`src/rtl/census_pkg.sv`:
```
package census_pkg;

    localparam int ADDR_W  = 16;
    localparam int BYTE_W  = 8;
    localparam int SLOTS   = 4;
    localparam int SLOT_W  = $clog2(SLOTS);
    localparam int COUNT_W = $clog2(SLOTS + 1);

    typedef enum logic [2:0] {
        PRB_IDLE     = 3'd0,
        PRB_WR_ISSUE = 3'd1,
        PRB_WR_WAIT  = 3'd2,
        PRB_RD_ISSUE = 3'd3,
        PRB_RD_WAIT  = 3'd4,
        PRB_ADVANCE  = 3'd5
    } probe_state_e;

    typedef struct packed {
        logic              is_write;
        logic [ADDR_W-1:0] addr;
        logic [BYTE_W-1:0] data;
    } io_req_t;

    typedef struct packed {
        logic              ok;
        logic [BYTE_W-1:0] data;
    } io_rsp_t;

    // Candidate base addresses in visiting order.
    function automatic logic [ADDR_W-1:0] slot_base(input logic [SLOT_W-1:0] idx);
        logic [ADDR_W-1:0] b;
        case (idx)
            2'd0:    b = 16'h03F8;
            2'd1:    b = 16'h02F8;
            2'd2:    b = 16'h03E8;
            default: b = 16'h02E8;
        endcase
        return b;
    endfunction

    function automatic logic [ADDR_W-1:0] scratch_addr(input logic [SLOT_W-1:0] idx,
                                                       input logic [ADDR_W-1:0] ofs);
        return slot_base(idx) + ofs;
    endfunction

endpackage

```
`src/rtl/census_bus_port.sv`:
```
module census_bus_port
    import census_pkg::*;
#(
    parameter int TIMEOUT_CYC = 16
) (
    input  logic              clk,
    input  logic              rst,
    input  logic              req_valid,
    input  io_req_t           req,
    output logic              rsp_valid,
    output io_rsp_t           rsp,
    output logic [ADDR_W-1:0] io_addr,
    output logic [BYTE_W-1:0] io_wdata,
    output logic              io_rd,
    output logic              io_wr,
    input  logic [BYTE_W-1:0] io_rdata,
    input  logic              io_rdy
);

    localparam int WAIT_W = (TIMEOUT_CYC > 1) ? $clog2(TIMEOUT_CYC) : 1;
    localparam logic [WAIT_W-1:0] WAIT_LAST = WAIT_W'(TIMEOUT_CYC - 1);

    logic              rd_q, wr_q;
    logic [ADDR_W-1:0] addr_q;
    logic [BYTE_W-1:0] wdata_q;
    logic [WAIT_W-1:0] wait_q;
    logic              rsp_valid_q;
    io_rsp_t           rsp_q;
    logic              busy;

    assign busy = rd_q | wr_q;

    always_ff @(posedge clk) begin
        if (rst) begin
            rd_q        <= 1'b0;
            wr_q        <= 1'b0;
            addr_q      <= '0;
            wdata_q     <= '0;
            wait_q      <= '0;
            rsp_valid_q <= 1'b0;
            rsp_q       <= '0;
        end else begin
            rsp_valid_q <= 1'b0;
            if (!busy) begin
                if (req_valid) begin
                    rd_q    <= ~req.is_write;
                    wr_q    <=  req.is_write;
                    addr_q  <= req.addr;
                    wdata_q <= req.data;
                    wait_q  <= '0;
                end
            end else if (io_rdy) begin
                rd_q        <= 1'b0;
                wr_q        <= 1'b0;
                rsp_valid_q <= 1'b1;
                rsp_q.ok    <= 1'b1;
                rsp_q.data  <= rd_q ? io_rdata : '0;
            end else if (wait_q == WAIT_LAST) begin
                rd_q        <= 1'b0;
                wr_q        <= 1'b0;
                rsp_valid_q <= 1'b1;
                rsp_q.ok    <= 1'b0;
                rsp_q.data  <= '0;
            end else begin
                wait_q <= wait_q + WAIT_W'(1);
            end
        end
    end

    assign io_rd     = rd_q;
    assign io_wr     = wr_q;
    assign io_addr   = addr_q;
    assign io_wdata  = wdata_q;
    assign rsp_valid = rsp_valid_q;
    assign rsp       = rsp_q;


    one_strobe_chk: assert property (@(posedge clk) disable iff (rst)
        $onehot0({io_rd, io_wr}));


    no_req_while_busy_chk: assert property (@(posedge clk) disable iff (rst)
        req_valid |-> !busy);


    hold_until_ready_chk: assert property (@(posedge clk) disable iff (rst)
        (busy && !io_rdy && wait_q != WAIT_LAST) |=>
            (busy && $stable(io_addr) && $stable(io_rd)));


    drop_on_ready_chk: assert property (@(posedge clk) disable iff (rst)
        (busy && io_rdy) |=> (!io_rd && !io_wr && rsp_valid && rsp.ok));


    timeout_abort_chk: assert property (@(posedge clk) disable iff (rst)
        (busy && !io_rdy && wait_q == WAIT_LAST) |=>
            (!io_rd && !io_wr && rsp_valid && !rsp.ok));

endmodule

```
`src/rtl/census_sequencer.sv`:
```
module census_sequencer
    import census_pkg::*;
#(
    parameter logic [BYTE_W-1:0] TEST_BYTE   = 8'h55,
    parameter logic [ADDR_W-1:0] SCRATCH_OFS = 16'd7
) (
    input  logic              clk,
    input  logic              rst,
    input  logic              start,
    output logic              req_valid,
    output io_req_t           req,
    input  logic              rsp_valid,
    input  io_rsp_t           rsp,
    output logic              clear,
    output logic              hit,
    output logic [SLOT_W-1:0] hit_slot,
    output logic              done
);

    localparam logic [SLOT_W-1:0] SLOT_LAST = SLOT_W'(SLOTS - 1);

    probe_state_e      state_q, state_d;
    logic [SLOT_W-1:0] slot_q, slot_d;
    logic              done_q, done_d;

    always_comb begin
        state_d = state_q;
        slot_d  = slot_q;
        done_d  = 1'b0;
        unique case (state_q)
            PRB_IDLE: begin
                if (start) begin
                    state_d = PRB_WR_ISSUE;
                    slot_d  = '0;
                end
            end
            PRB_WR_ISSUE: state_d = PRB_WR_WAIT;
            PRB_WR_WAIT: begin
                if (rsp_valid) state_d = rsp.ok ? PRB_RD_ISSUE : PRB_ADVANCE;
            end
            PRB_RD_ISSUE: state_d = PRB_RD_WAIT;
            PRB_RD_WAIT: begin
                if (rsp_valid) state_d = PRB_ADVANCE;
            end
            PRB_ADVANCE: begin
                if (slot_q == SLOT_LAST) begin
                    state_d = PRB_IDLE;
                    done_d  = 1'b1;
                end else begin
                    slot_d  = slot_q + SLOT_W'(1);
                    state_d = PRB_WR_ISSUE;
                end
            end
            default: state_d = PRB_IDLE;
        endcase
    end

    always_ff @(posedge clk) begin
        if (rst) begin
            state_q <= PRB_IDLE;
            slot_q  <= '0;
            done_q  <= 1'b0;
        end else begin
            state_q <= state_d;
            slot_q  <= slot_d;
            done_q  <= done_d;
        end
    end

    always_comb begin
        req_valid    = (state_q == PRB_WR_ISSUE) || (state_q == PRB_RD_ISSUE);
        req.is_write = (state_q == PRB_WR_ISSUE);
        req.addr     = scratch_addr(slot_q, SCRATCH_OFS);
        req.data     = TEST_BYTE;
    end

    assign clear    = (state_q == PRB_IDLE) && start;
    assign hit      = (state_q == PRB_RD_WAIT) && rsp_valid && rsp.ok && (rsp.data == TEST_BYTE);
    assign hit_slot = slot_q;
    assign done     = done_q;


    done_single_chk: assert property (@(posedge clk) disable iff (rst)
        done |=> !done);


    read_after_good_write_chk: assert property (@(posedge clk) disable iff (rst)
        (state_q == PRB_WR_WAIT && rsp_valid && !rsp.ok) |=> (state_q == PRB_ADVANCE));


    start_ignored_busy_chk: assert property (@(posedge clk) disable iff (rst)
        (state_q != PRB_IDLE && state_q != PRB_ADVANCE && start) |=>
            ($stable(slot_q) && state_q != PRB_IDLE));

endmodule

```
`src/rtl/census_tally.sv`:
```
module census_tally
    import census_pkg::*;
(
    input  logic               clk,
    input  logic               rst,
    input  logic               clear,
    input  logic               hit,
    input  logic [SLOT_W-1:0]  hit_slot,
    output logic [SLOTS-1:0]   mask,
    output logic [COUNT_W-1:0] count
);

    logic [SLOTS-1:0]   mask_q;
    logic [COUNT_W-1:0] count_q;

    always_ff @(posedge clk) begin
        if (rst || clear) begin
            mask_q  <= '0;
            count_q <= '0;
        end else if (hit) begin
            mask_q[hit_slot] <= 1'b1;
            count_q          <= count_q + COUNT_W'(1);
        end
    end

    assign mask  = mask_q;
    assign count = count_q;


    count_matches_mask_chk: assert property (@(posedge clk) disable iff (rst)
        32'(count) == $countones(mask));


    clear_empties_chk: assert property (@(posedge clk) disable iff (rst)
        clear |=> (count == '0 && mask == '0));


    hit_marks_slot_chk: assert property (@(posedge clk) disable iff (rst)
        (hit && !clear) |=> (count == $past(count) + COUNT_W'(1)));

endmodule

```
`src/rtl/uart_census.sv`:
```
module uart_census
    import census_pkg::*;
#(
    parameter int                TIMEOUT_CYC = 16,
    parameter logic [BYTE_W-1:0] TEST_BYTE   = 8'h55,
    parameter logic [ADDR_W-1:0] SCRATCH_OFS = 16'd7
) (
    input  logic               clk,
    input  logic               rst,
    input  logic               probe_start,
    output logic               probe_done,
    output logic [COUNT_W-1:0] uart_count,
    output logic [SLOTS-1:0]   uart_mask,
    output logic [ADDR_W-1:0]  io_addr,
    output logic [BYTE_W-1:0]  io_wdata,
    output logic               io_rd,
    output logic               io_wr,
    input  logic [BYTE_W-1:0]  io_rdata,
    input  logic               io_rdy
);

    logic              req_valid;
    io_req_t           req;
    logic              rsp_valid;
    io_rsp_t           rsp;
    logic              clear;
    logic              hit;
    logic [SLOT_W-1:0] hit_slot;

    census_sequencer #(
        .TEST_BYTE   (TEST_BYTE),
        .SCRATCH_OFS (SCRATCH_OFS)
    ) u_seq (
        .clk       (clk),
        .rst       (rst),
        .start     (probe_start),
        .req_valid (req_valid),
        .req       (req),
        .rsp_valid (rsp_valid),
        .rsp       (rsp),
        .clear     (clear),
        .hit       (hit),
        .hit_slot  (hit_slot),
        .done      (probe_done)
    );

    census_bus_port #(
        .TIMEOUT_CYC (TIMEOUT_CYC)
    ) u_port (
        .clk       (clk),
        .rst       (rst),
        .req_valid (req_valid),
        .req       (req),
        .rsp_valid (rsp_valid),
        .rsp       (rsp),
        .io_addr   (io_addr),
        .io_wdata  (io_wdata),
        .io_rd     (io_rd),
        .io_wr     (io_wr),
        .io_rdata  (io_rdata),
        .io_rdy    (io_rdy)
    );

    census_tally u_tally (
        .clk      (clk),
        .rst      (rst),
        .clear    (clear),
        .hit      (hit),
        .hit_slot (hit_slot),
        .mask     (uart_mask),
        .count    (uart_count)
    );


    results_hold_chk: assert property (@(posedge clk) disable iff (rst)
        (!io_rd && !io_wr && !req_valid && !probe_start && !rsp_valid) |=>
            $stable(uart_mask));

endmodule

```
`config.mk`:
```
export PLATFORM = sky130hd
export DESIGN_NAME = uart_census
export DESIGN_NICKNAME = d
export VERILOG_FILES = /design/src/rtl/census_pkg.sv /design/src/rtl/census_bus_port.sv /design/src/rtl/census_sequencer.sv /design/src/rtl/census_tally.sv /design/src/rtl/uart_census.sv
export SDC_FILE = /design/constraint.sdc
export NUM_CORES = 1
export LEC_CHECK = 0
export BUFFER_PORTS_ARGS = -buffer_cell sky130_fd_sc_hd__buf_2
export CAP_MARGIN = 20
export CORE_MARGIN = 4
export CORE_UTILIZATION = 60
export DETAILED_ROUTE_END_ITERATION = 16
export GPL_TIMING_DRIVEN = 0
export PLACE_DENSITY = 0.89
export SLEW_MARGIN = 20
export SYNTH_ARGS = -nofsm -noshare
export SYNTH_HDL_FRONTEND = slang
export SYNTH_HIERARCHICAL = 1
export SYNTH_SLANG_ARGS = --single-unit
export TNS_END_PERCENT = 50
```
`constraint.sdc`:
```
create_clock -name clk -period 2.8 [get_ports clk]
set_input_delay 0.56 -clock clk [delete_from_list [all_inputs] [get_ports clk]]
set_output_delay 0.56 -clock clk [all_outputs]
set_load 0.005 [all_outputs]
```
== Yosys cells after proc, flatten, opt, wreduce, memory -nomap -nowiden ==
Cells that the tools add are included.
Widths: inputs -> output; s select.

* Register bits: 46
* Input bits: 12
* Logic and storage cells: 89

* Add/subtract/negate cells: 4
* Magnitude comparators: 2
* Equal/unequal tests: 17
* Mux-type cells: 28
* Bitwise gates (word level): 5
* Reductions and logical operators: 20

{| class="wikitable"
|+ Operators with widths
! cell !! count
|-
| $pmux 9 s3 || 1
|-
| $mux 9 || 2
|-
| $pmux 3 s6 || 1
|-
| $mux 4 || 4
|-
| $mux 3 || 4
|-
| $add 10x3->11 const B || 1
|-
| $mux 1 || 11
|-
| $reduce_and 3->1 || 3
|-
| $eq 8x7->1 const B || 1
|-
| $mux 8 || 1
|-
| $ne 2x2->1 const B || 4
|-
| $eq 3x2->1 const B || 2
|-
| $eq 3x3->1 const B || 2
|-
| $reduce_and 2->1 || 3
|-
| $reduce_bool 2->1 || 3
|-
| $logic_and 1x1->1 || 5
|-
| $add 4x1->4 const B || 1
|-
| $eq 2x2->1 const B || 2
|-
| $eq 4x4->1 const B || 1
|-
| $mux 2 || 2
|-
| $ne 2x1->1 const B || 2
|-
| $or 4x4->4 || 1
|-
| $pmux 2 s2 || 1
|-
| $reduce_or 2->1 || 2
|-
| 13 further kinds || 16
|}

== Depth between registers and ports, before layout ==
* Depth in word-level cells: 5
* Gate-level depth with buffers: 7
* Gate-level depth less buffers: 6

== Cells and area by module ==
The synthesis kept the hierarchy.

{| class="wikitable"
|+ Modules (own cells, without submodules)
! module !! times used !! cells each !! area an instance (um^2)
|-
| census_bus_port || 1 || 183 || 1536.5
|-
| census_sequencer || 1 || 70 || 578.1
|-
| census_tally || 1 || 29 || 286.5
|}

== Worst setup path after synthesis ==
Ideal clock, no wire load.

* Path type: in2reg
* Start point: input port probe_start
* End point: register u_tally.count_q[0] (netlist: u_tally/count[0])
* Setup time: 0.124 ns
* Arrival time: 1.424 ns
* Data required time: 2.676 ns
* Path slack: 1.252 ns
* Stages on the path: 5
* Path buffers: 1
* Cells stage by stage: or4b_4 inv_1 or2_2 clkbuf_1 nor2_1

* Word-level cells in the longest chain between the ends: 2

{| class="wikitable"
|+ Ends and longest elaborated chain
! item !! RTL line !! source
|-
| start: declaration || uart_census.sv:10 || <nowiki>input logic probe_start,</nowiki>
|-
| $logic_and 1x1->1 || census_sequencer.sv:77 || <nowiki>assign clear = (state_q == PRB_IDLE) && start;</nowiki>
|-
| via clear || uart_census.sv:26 || <nowiki>logic clear;</nowiki>
|-
| $logic_or 1x1->1 || census_tally.sv:17 || <nowiki>if (rst || clear) begin</nowiki>
|-
| end signal: assignment || census_tally.sv:22 || <nowiki>count_q <= count_q + COUNT_W'(1);</nowiki>
|-
| end: declaration || census_tally.sv:14 || <nowiki>logic [COUNT_W-1:0] count_q;</nowiki>
|}

The timed path passes the listed nets, and every way through them passes these cells.
A chain may end at the register's enable or synchronous reset.

== Final worst setup path ==
* Start point: register u_seq.state_q[0]
* End point: register u_port/io_wdata[0] (netlist name)

* Word-level cells in the longest chain between the ends: 3
* Elaborated cells on any way between the ends: 4
* Classes of those cells: eq/ne (2); reduce/logical (2)

{| class="wikitable"
|+ Ends and longest elaborated chain
! item !! RTL line !! source
|-
| start: declaration || census_sequencer.sv:22 || <nowiki>probe_state_e state_q, state_d;</nowiki>
|-
| start signal: assignment || census_sequencer.sv:64 || <nowiki>state_q <= state_d;</nowiki>
|-
| $eq 3x1->1 or $eq 3x2->1 (tied branches) || census_sequencer.sv:71 || <nowiki>req_valid = (state_q == PRB_WR_ISSUE) || (state_q == PRB_RD_ISSUE);</nowiki>
|-
| $logic_or 1x1->1 * || census_sequencer.sv:71 ||
|-
| via req_valid || uart_census.sv:22 || <nowiki>logic req_valid;</nowiki>
|-
| $reduce_and 2->1 (no line) * || -- ||
|}

The timed path passes the listed nets; every way through them passes the cells marked *.

==> summary.md <==
| Metric | Value |
|---|---|
| Crit-path max FO | `10` |
| CP top delay family | `simple AND/OR/NAND/NOR gates` |
| DR vias | `2017` |
| Final WL | `4.733 mm` |
| Clock H-tree levels | `2` |
| Worst setup EP type | `register` |
| Detailed placer's ending HPWL | `3.420 mm` |
| Setup ws final | `1.065 ns` |
| Drt first pass iters | `4` |
| CTS tree | `yes` |
| Worst slack at placement | `1.050 ns` |
| Top sig layer | `met4` |
| Commonest non-fill, non-tap cell in the layout | `nand2_1` |
| # DRC | `0` |
| Vias/cell | `5.005` |
| Hold Path End | `u_tally/mask[0]` |
| Clock-pin slew on the worst setup and hold paths | `0.08 ns` |
| LEAKAGE | `1.236 nW` |
| Commonest non-fill, non-tap cells in the layout | `59 x nand2_1, 53 x dfxtp_1, 47 x buf_2` |
| Clock group share of total power | `29.2%` |
| Max stage delay on crit path | `0.46 ns` |
| Reg-to-reg endpoint | `u_port/io_wdata[0]` |
| Overflow after GRT | `0` |
| Status | `completed` |
| Post-CTS Setup Inserts | `0` |
| Psw | `0.0003420 W` |
| Nets | `373` |
| Register-to-Register Path Depth | `7` |
| WL met1 | `2.097 mm` |
| Largest net degree at the start of global routing | `15` |
| Slew HR | `66.33%` |
| Count of different cell masters after synthesis | `47` |
| Die area | `5078 sq um` |
| Synth Register Bits | `53` |
| Worst Hold Path Cells | `2` |
| R2r startpoint | `u_seq/state_q[0]` |
| Final setup vio count | `0` |
| Seq pwr share | `57.6%` |
| R2R Setup Slk | `1.07 ns` |
| Worst-Margin Slew | `0.5051 ns` |
| CP max stage cell | `dfxtp_1` |
| CTS sink count | `53` |
| CTS buffer count | `5` |
| CP startpoint kind | `register` |
| Initial core utilization | `63.67%` |
| Logic pwr share | `13.2%` |
| Syn Area/Cell | `8.514 sq um` |
| Worst path depth | `7` |
| CP required | `2.98 ns` |
| Hold path start | `u_tally/mask[0]` |
| Vias in the first global route | `1931` |
| YS warnings | `6` |
| Max cap viols | `0` |
| Fillers | `283` |
| Routed met2 length | `2.309 mm` |
| Hold buffer count at CTS | `0` |
| Fin util | `75.35%` |
| Die width | `71.26 um` |
| Post-Syn Instances | `282` |
| Post_cts resized | `0` |
| Max-slew violations | `0` |
| Gr usage total | `19.52%` |
| Register area share after synthesis | `44.19%` |
| Initial antenna violation count | `0` |
| ANT cells | `0` |
| Period minus WS final | `1.735 ns` |
| Met3 wire length | `245 um` |
| Worst Hold Class | `register to register` |
| Clock Path Buffers | `2` |
| Critical path class | `register to register` |
| Row count | `22` |
| Multi-input logic area | `1115 sq um` |
| Drt initial violations | `151` |
| IO Pins | `46` |
| First-pass GRT wire length | `8.128 mm` |
| Critical-path cell list | `inv_1, nor2_1, or3b_1, buf_6, buf_8, nand2_1, a21oi_1` |
| Unrepaired setup endpoints after global routing | `false` |
| CTS Root Cell | `clkbuf_8` |
| Final worst path period share | `61.95%` |
| Netlist Area Pre-Place | `2401 sq um` |
| Final clock skew | `0.004755 ns` |
| Routability Congestion | `0.8868` |
| Total internal power | `0.001051 W` |
| Setup TNS Final | `0 ns` |
| Clk_lat worst skew | `0.30 ns` |
| Worst hold slack | `0.4506 ns` |
| Routed len/inst | `11.74 um` |
| Syn-to-layout area delta | `18.34%` |
| Sw Ratio | `24.55%` |
| PortBufs | `45` |
| Number of nets with antenna violations after routing | `0` |
| Core footprint | `3771 sq um` |
| Worst path buffer plus inverter count | `3` |
| Die H | `71.26 um` |
| PD cells | `490.1 nW/um^2` |
| Register area | `1061 sq um` |
| Fmax achieved | `0.5765 GHz` |
| Critical path arrival | `1.91 ns` |
| Final Hold Vio Count | `0` |
| Worst vdd ir | `0.0003199 V` |
| Share of cells above drive strength 1 | `25.92%` |
power groups by stage:
stage / clock network (W) / logic, W / registers [W]
floorplan: 0 / 0.000127 / 0.000819
global placement: 0 / 0.000178 / 0.000818
detailed placement: 0 / 0.000181 / 0.000820
CTS: 0.000415 / 0.000182 / 0.000802
global route: 0.000436 / 0.000206 / 0.000807
finish: 0.000407 / 0.000184 / 0.000802
cell families (layout without fill, tap and decap cells):
kind of cell | Yosys count | in the layout | share of synthesized area (%)
other | 2 | 22 | 0.3128
adder cells (fa/ha/maj) | 7 | 7 | 3.648
multiplexers | 2 | 2 | 0.8859
XOR/XNOR | 1 | 1 | 0.3648
buffers and inverters | 45 | 98 | 12.51
AO/OA/AOI/OAI | 66 | 66 | 15.37
flip-flops | 53 | 53 | 44.19
AND/OR/NAND/NOR | 106 | 106 | 22.72
synthesized netlist by cell type (all sizes together):
| library cell | n | share of area [%] |
|---|---|---|
| a21oi | 39 | 8.3 |
| a211oi | 1 | 0.31 |
| xnor2 | 1 | 0.36 |
| or4b | 1 | 0.57 |
| inv | 7 | 1.1 |
| and2 | 1 | 0.26 |
| or2 | 2 | 0.52 |
| nand3 | 3 | 0.63 |
| ha | 7 | 3.6 |
| or3b | 2 | 0.73 |
| a22oi | 1 | 0.31 |
| o32ai | 1 | 0.36 |
| or3 | 1 | 0.26 |
| nand4b | 3 | 1.1 |
| nand2b | 4 | 1.0 |
| buf | 30 | 10 |
| o21ai | 15 | 3.1 |
| or4 | 1 | 0.31 |
| nand2 | 59 | 9.2 |
| o21ba | 1 | 0.42 |
| a41o | 1 | 0.42 |
| a21bo | 1 | 0.42 |
| conb | 2 | 0.31 |
| a31oi | 4 | 1.0 |
| mux2 | 1 | 0.47 |
| nor2 | 11 | 1.8 |
| and2b | 1 | 0.36 |
| a2bb2oi | 1 | 0.36 |
| and4b | 2 | 0.83 |
| nor3 | 2 | 0.42 |
| nor2b | 4 | 1.1 |
| nor4 | 1 | 0.26 |
| dfxtp | 53 | 44 |
| nor4bb | 1 | 0.42 |
| nor3b | 1 | 0.78 |
| clkbuf | 8 | 1.3 |
| o31ai | 1 | 0.31 |
| nand4bb | 1 | 0.47 |
| mux2i | 1 | 0.42 |
| nand3b | 5 | 1.6 |
worst register-to-register path: cells and delay by family (launching register included):
kind	cells	cell delay, ns
AND/OR/NAND/NOR	3	0.68
flip-flops	1	0.46
buffers and inverters	3	0.41
AO/OA/AOI/OAI	1	0.07
worst max path at each step:
stage / startpoint / end / slack, ns
after floorplan: probe_start / u_tally/count[0] / 1.25
after detailed placement: rst / u_port/wait_q[1] / 1.05
after global placement: rst / u_port/wait_q[1] / 1.07
final: u_seq/state_q[0] / u_port/io_wdata[0] / 1.07
after global routing: u_seq/state_q[0] / u_port/io_addr[4] / 0.89
after CTS: u_port/rsp[5] / u_tally/mask[0] / 1.06
state kept, by name, indices dropped and copies added (netlist names):
| signal | flops |
|---|---|
| u_port/rsp_valid | 1 |
| u_port/io_wdata | 8 |
| u_tally/mask | 4 |
| u_port/io_rd | 1 |
| u_seq/done | 1 |
| u_port/wait_q | 4 |
| u_port/io_addr | 16 |
| u_tally/count | 3 |
| u_port/rsp | 9 |
| u_seq/hit_slot | 2 |
| u_port/io_wr | 1 |
| u_seq/state_q | 3 |
metal layers:
layer,GRT usage [%],vias up
met5,0,-
met4,5.846,0
met3,4.769,8
met2,34.69,45
met1,23.17,919
li1,-,1045
cell type report:
class / instances / share of cell area [%]
clock buffer: 8 / 2.818
timing repair buffer: 45 / 7.926
multi-input combinational: 204 / 39.23
tap: 48 / 2.114
sequential: 53 / 37.34
buffer: 38 / 9.643
inverter: 7 / 0.9247
through the flow:
stage	cell area, sq um	instances	power, W
finish	2841	403	0.001393
global route	2841	403	0.001449
CTS	2841	403	0.001399
detailed placement	2761	395	0.001001
global placement	2761	395	0.0009958
floorplan	2476	302	0.0009457
Power figures use the tool's default switching activity.
